## src/rtl/stg_pkg.sv

```systemverilog
package stg_pkg;
  typedef logic [1:0] pair_t;
  localparam int LO = 0;
  localparam int HI = 1;

  function automatic logic [1:0] pair_count(input pair_t p);
    return {1'b0, p[LO]} + {1'b0, p[HI]};
  endfunction
endpackage

```

## src/rtl/stg_pair.sv

```systemverilog
module stg_pair
  import stg_pkg::*;
(
  input  logic  clk,
  input  logic  rst_n,
  input  pair_t set_i,
  input  pair_t clr_i,
  output pair_t full_o
);
  pair_t full_q, full_d;

  always_comb begin
    full_d = (full_q & ~clr_i) | set_i;
  end

  always_ff @(posedge clk or negedge rst_n) begin
    if (!rst_n) full_q <= '0;
    else        full_q <= full_d;
  end

  assign full_o = full_q;

  for (genvar b = 0; b < 2; b++) begin : g_chk
    // Covers the send latch and the receive latch.
    assert_pair_set_R2: assert property (@(posedge clk) disable iff (!rst_n)
      set_i[b] |=> full_o[b]);
    assert_pair_clr_R7: assert property (@(posedge clk) disable iff (!rst_n)
      (clr_i[b] && !set_i[b]) |=> !full_o[b]);
    assert_pair_keep_R2: assert property (@(posedge clk) disable iff (!rst_n)
      (!clr_i[b] && !set_i[b]) |=> $stable(full_o[b]));
  end
endmodule

```

## src/rtl/stg_hold.sv

```systemverilog
module stg_hold (
  input  logic clk,
  input  logic rst_n,
  input  logic set_i,
  input  logic clr_i,
  output logic hold_o
);
  logic hold_q, hold_d;

  always_comb begin
    hold_d = set_i | (hold_q & ~clr_i);
  end

  always_ff @(posedge clk or negedge rst_n) begin
    if (!rst_n) hold_q <= 1'b0;
    else        hold_q <= hold_d;
  end

  assign hold_o = hold_q;

  assert_hold_clr_R9: assert property (@(posedge clk) disable iff (!rst_n)
    (clr_i && !set_i) |=> !hold_o);
endmodule

```

## src/rtl/stg_sfcnt.sv

```systemverilog
module stg_sfcnt #(
  parameter int DEPTH = 15,
  localparam int CW = $clog2(DEPTH + 1)
) (
  input  logic          clk,
  input  logic          rst_n,
  input  logic [1:0]    add_i,
  input  logic [1:0]    sub_i,
  output logic [CW-1:0] cnt_o
);
  logic [CW-1:0] cnt_q, cnt_d;

  always_comb begin
    cnt_d = cnt_q + CW'(add_i) - CW'(sub_i);
  end

  always_ff @(posedge clk or negedge rst_n) begin
    if (!rst_n) cnt_q <= '0;
    else        cnt_q <= cnt_d;
  end

  assign cnt_o = cnt_q;

  assert_cnt_bound_R10: assert property (@(posedge clk) disable iff (!rst_n)
    32'(cnt_o) <= DEPTH);
  assert_cnt_idle_R10: assert property (@(posedge clk) disable iff (!rst_n)
    (add_i == 2'd0 && sub_i == 2'd0) |=> $stable(cnt_o));
endmodule

```

## src/rtl/wide_stage_track.sv

```systemverilog
module wide_stage_track
  import stg_pkg::*;
#(
  parameter int SF_DEPTH = 15,
  localparam int CW = $clog2(SF_DEPTH + 1)
) (
  input  logic          clk,
  input  logic          rst_n,
  input  logic          sync_mode,
  input  logic          chain,
  input  logic          xfer_end,
  input  logic [1:0]    snd_load,
  input  logic          snd_xfer,
  input  logic          bus_send,
  input  logic [1:0]    rcv_load,
  input  logic          rcv_take,
  input  logic [1:0]    sfifo_add,
  output logic [1:0]    snd_latch_full,
  output logic [1:0]    snd_oreg_full,
  output logic [1:0]    rcv_latch_full,
  output logic          wide_hold,
  output logic [CW-1:0] sfifo_cnt,
  output logic          resid
);
  // Reset: asserted asynchronously, released on the second clock edge.
  logic [1:0] rst_pipe;
  logic       rst_int_n;

  always_ff @(posedge clk or negedge rst_n) begin
    if (!rst_n) rst_pipe <= 2'b00;
    else        rst_pipe <= {rst_pipe[0], 1'b1};
  end
  assign rst_int_n = rst_pipe[1];

  // Send path
  pair_t sl_q, or_q;
  pair_t sl_set, sl_clr, or_set, or_clr;
  logic  odd_keep, or_room, xfer_ok;

  always_comb begin
    odd_keep = chain & xfer_end & sl_q[LO] & ~sl_q[HI];
    or_room  = (or_q == 2'b00) | bus_send;
    xfer_ok  = snd_xfer & ~odd_keep & (~sync_mode | or_room);
    sl_set   = snd_load;
    sl_clr   = xfer_ok ? 2'b11 : 2'b00;
    or_set   = (xfer_ok & sync_mode) ? sl_q : 2'b00;
    or_clr   = bus_send ? 2'b11 : 2'b00;
  end

  stg_pair u_send_latch (
    .clk(clk), .rst_n(rst_int_n), .set_i(sl_set), .clr_i(sl_clr), .full_o(sl_q)
  );

  stg_pair u_send_oreg (
    .clk(clk), .rst_n(rst_int_n), .set_i(or_set), .clr_i(or_clr), .full_o(or_q)
  );

  // Receive path
  pair_t rl_q, rl_set, rl_clr;
  logic  hold_q, hold_set, hold_clr;

  always_comb begin
    rl_set   = rcv_load;
    rl_clr   = rcv_take ? 2'b11 : 2'b00;
    hold_set = rcv_take & chain & xfer_end & rl_q[HI];
    hold_clr = rcv_take;
  end

  stg_pair u_rcv_latch (
    .clk(clk), .rst_n(rst_int_n), .set_i(rl_set), .clr_i(rl_clr), .full_o(rl_q)
  );

  stg_hold u_wide_hold (
    .clk(clk), .rst_n(rst_int_n), .set_i(hold_set), .clr_i(hold_clr), .hold_o(hold_q)
  );

  // SCSI-side receive FIFO count
  logic [1:0]    sf_sub;
  logic [CW-1:0] cnt_q;

  always_comb begin
    sf_sub = sync_mode ? pair_count(rcv_load) : 2'd0;
  end

  stg_sfcnt #(.DEPTH(SF_DEPTH)) u_sfcnt (
    .clk(clk), .rst_n(rst_int_n), .add_i(sfifo_add), .sub_i(sf_sub), .cnt_o(cnt_q)
  );

  assign snd_latch_full = sl_q;
  assign snd_oreg_full  = or_q;
  assign rcv_latch_full = rl_q;
  assign wide_hold      = hold_q;
  assign sfifo_cnt      = cnt_q;
  assign resid          = (|sl_q) | (|or_q) | (|rl_q) | hold_q | (|cnt_q);

  // Checks at the block level
  assert_reset_R1: assert property (@(posedge clk)
    !rst_int_n |-> (snd_latch_full == 2'b00 && snd_oreg_full == 2'b00 &&
                    rcv_latch_full == 2'b00 && !wide_hold && sfifo_cnt == '0));
  assert_async_no_oreg_R3: assert property (@(posedge clk) disable iff (!rst_int_n)
    (!sync_mode && snd_oreg_full == 2'b00) |=> snd_oreg_full == 2'b00);
  assert_oreg_block_R4: assert property (@(posedge clk) disable iff (!rst_int_n)
    (sync_mode && snd_xfer && snd_oreg_full != 2'b00 && !bus_send)
      |=> ((snd_latch_full & $past(snd_latch_full)) == $past(snd_latch_full)));
  assert_send_clear_R5: assert property (@(posedge clk) disable iff (!rst_int_n)
    (bus_send && !(sync_mode && snd_xfer)) |=> snd_oreg_full == 2'b00);
  assert_odd_keep_R6: assert property (@(posedge clk) disable iff (!rst_int_n)
    (snd_xfer && chain && xfer_end && snd_latch_full == 2'b01) |=> snd_latch_full[0]);
  assert_wide_hold_R8: assert property (@(posedge clk) disable iff (!rst_int_n)
    (rcv_take && chain && xfer_end && rcv_latch_full[1]) |=> wide_hold);
  assert_resid_R11: assert property (@(posedge clk) disable iff (!rst_int_n)
    !resid |-> (snd_oreg_full == 2'b00 && !wide_hold));
endmodule

```

## config.mk

```make
export PLATFORM = sky130hd
export DESIGN_NAME = wide_stage_track
export DESIGN_NICKNAME = d
export VERILOG_FILES = /design/src/rtl/stg_pkg.sv /design/src/rtl/stg_pair.sv /design/src/rtl/stg_hold.sv /design/src/rtl/stg_sfcnt.sv /design/src/rtl/wide_stage_track.sv
export SDC_FILE = /design/constraint.sdc
export NUM_CORES = 1
export LEC_CHECK = 0
export BUFFER_PORTS_ARGS = -buffer_cell sky130_fd_sc_hd__buf_2
export CORE_MARGIN = 2
export CORE_UTILIZATION = 41
export DETAILED_ROUTE_END_ITERATION = 6
export HOLD_SLACK_MARGIN = 0.15
export PLACE_DENSITY = 0.78
export SYNTH_ARGS = -nofsm -noshare
export SYNTH_HDL_FRONTEND = slang
export SYNTH_SLANG_ARGS = --single-unit
```

## constraint.sdc

```tcl
create_clock -name clk -period 1.1 [get_ports clk]
set_clock_uncertainty 0.15 [all_clocks]
set_input_delay 0.22 -clock clk [delete_from_list [all_inputs] [get_ports clk]]
set_output_delay 0.22 -clock clk [all_outputs]
set_load 0.01 [all_outputs]
```

==> results.toml <==
[outcome]
run_status = "complete, but fails checks"
violations = "setup timing"

[detailed_routing]
via_per_inst = 5.209
wl_per_cell_um = 18.64
vias = 698
drt_first_pass_iters = 4
route.detailed.drc = 0
routed_wl_mm = 2.498
final_antenna_net_count = 0
drt-initial-drc-count = 15

[floorplan]
row_count = 14
core_um2 = 1524
die-width_um = 44.56
die_area_um2 = 1985
start_util_pct = 44.25
num_io_pins = 26
fp.dieH_um = 44.56

[power_and_ir_drop]
power_density_nw_per_um2 = 2013
p_leak_nw = 0.6331
total_power_mw = 2.612
ir_worst_vdd_uv = 1976

[clocking]
clockBufferDepth = 2
cts.sinks = 13
clk_pin_slew_ns = 0.08
htree_levels = 1
insertion_delay_ns = 0.29
numCtsBuffers = 3
cts_tree = "built"
ctsHoldBuffers = 9
root_buffer = "clkbuf_4"

[logic_synthesis]
yosys.cell_count.top_type = "inv_1"
ys_warn_count = 0
yosysTopAreaCellShare_pct = 48.24
synth-edff-count = 0
yosysUniqueCellTypes = 21
synth.area.top_cells = "dfrtp_1 48%, ha_1 11%, inv_1 7.8%, fa_1 5.9%, a21o_1 5.6%"
synthArstFlopShare_pct = 100.0
synth_top_cell_by_area = "dfrtp_1"
syn_area_um2 = 674.4
ys_seq_area_share_pct = 48.24
ys_ff_latch = 13
syn-mean-instance-area_um2 = 11.24
synth_common_cells = "14 x inv_1, 13 x dfrtp_1, 6 x ha_1"
synth_fp_nets = 82
synthFlopType = "dfrtp_1"
synthCells = 60

[critical_path]
cp.arrival_ns = 2.07
critPathMaxFanout = 2
required_ns = 1.17
end_kind = "register"
startpoint_type = "register"
crit_type = "register to register"

[final_layout]
diodes = 0
multi_input_area_um2 = 404.1
drive_gt1_share_pct = 60.17
fill_cells = 68
seqCellArea_um2 = 325.3
area_delta_synth_final_pct = 92.39
final_nets = 141

[global_routing]
grt_pass1_wl_mm = 3.387
grt-ovfl-total = 0
grt_antenna_before_repair = 0
grt_pass1_vias = 743
grt_start_max_net_pins = 12
grt_usage_pct = 24.51

[sta]
rsz0062_at_grt = "true"
finalWorstSetupSlack_ns = -0.9019
clock.fmax_mhz = 499.5
fin_crit_ns = 2.002
hold_viol = 0
drv_slew = 0
setup_viol = 21
finalSetupTns_ns = -6.096
period_share_pct = 182.0

[worst_hold_path]
holdCritPathClass = "input pin to register"

[placement]
hpwlAfterDp_mm = 1.217
place_ws_ns = -1.079
globalplace.congestion = 0.7580
portBuffers = 25

[job]
cap_viol_max_count = 0
## worst max-delay path: stages (launching register included)
cell     delay (ns)
dfrtp_1        0.37
inv_2          0.05
fa_1           0.57
inv_2          0.07
ha_4           0.21
a21o_1         0.19
a21oi_2        0.15
xor2_1         0.17
## through the flow
step	std cells	hold WS, ns	utilization (%)	instance area [µm²]
detailed placement	116	-0.1426	62.89	958.4
global placement	116	-0.1449	62.89	958.4
CTS	131	0.04470	79.39	1210
global route	134	0.02073	85.14	1297
floorplan	60	-0.2256	-	700.7
finish	134	0.03593	85.14	1297
## cells by family after synthesis
family                     share of synthesized area, %
AOI/OAI and AO/OA                                 14.66
xor gates and xnor gates                          2.598
adders and majority gates                         17.07
buffers and inverters                             7.792
DFF                                               48.24
other                                            0.5561
and+or+nand+nor                                   9.091
## final timing paths
check	start	to	slack, ns	cells past startpoint
worst max-delay path	u_sfcnt.cnt_o[1]	u_sfcnt.cnt_o[3]	-0.90	7
worst min-delay path	sfifo_add[0]	u_sfcnt.cnt_o[0]	0.04	2
worst max register to register	u_sfcnt.cnt_o[1]	u_sfcnt.cnt_o[3]	-0.90	7
worst min register to register	rst_pipe[1]	u_rcv_latch.full_o[1]	0.05	0
max in group asynchronous	rst_n	rst_pipe[0]	0.04	3
min in group asynchronous	rst_pipe[1]	u_rcv_latch.full_o[1]	0.05	0
## cells in the final DEF (no fill, tap or decap), types with 2 or more instances in the layout
cell type and count:
a21o_1 5, buf_6 21, clkbuf_4 3, and2_4 2, buf_4 9, buf_2 15
inv_1 6, dfrtp_1 13, ha_4 5, dlygate4sd3_1 9, inv_2 8, o22ai_1 2
nand2_1 3
## layer usage
metal | wire length, µm | track usage, % | part of all wire, %
met1 | 964 | 29.66 | 39
met5 | 0 | 0 | 0
met2 | 1259 | 44.06 | 50
met3 | 154 | 4.082 | 6.2
met4 | 119 | 7.273 | 4.8
## where the power goes
group / internal, mW / leakage [nW] / switching [mW]
combinational: 0.893 / 0.467 / 0.713
clock: 0.141 / 0.0150 / 0.183
sequential: 0.592 / 0.152 / 0.0902
## flip-flops by register name, summed over array words and instances, names as in the netlist
name,flops
u_sfcnt.cnt_o,4
rst_pipe,2
u_rcv_latch.full_o,2
u_send_latch.full_o,2
u_send_oreg.full_o,2
u_wide_hold.hold_o,1
## cell type report
cell class / count / share of cell area (%)
multi-input cells: 33 / 31.15
flip-flops and latches: 13 / 25.07
inverters: 14 / 4.050
repair buffers: 54 / 36.16
well taps: 16 / 1.543
clock buffers: 4 / 2.025
## what timing repair did
action	in CTS	in global routing
hold endpoints to repair	21	13
buffers inserted	5	9
endpoints found under the setup margin	17	21
pin swaps	5	15
gates resized for setup	24	20
(Power assumes the default switching activity.)
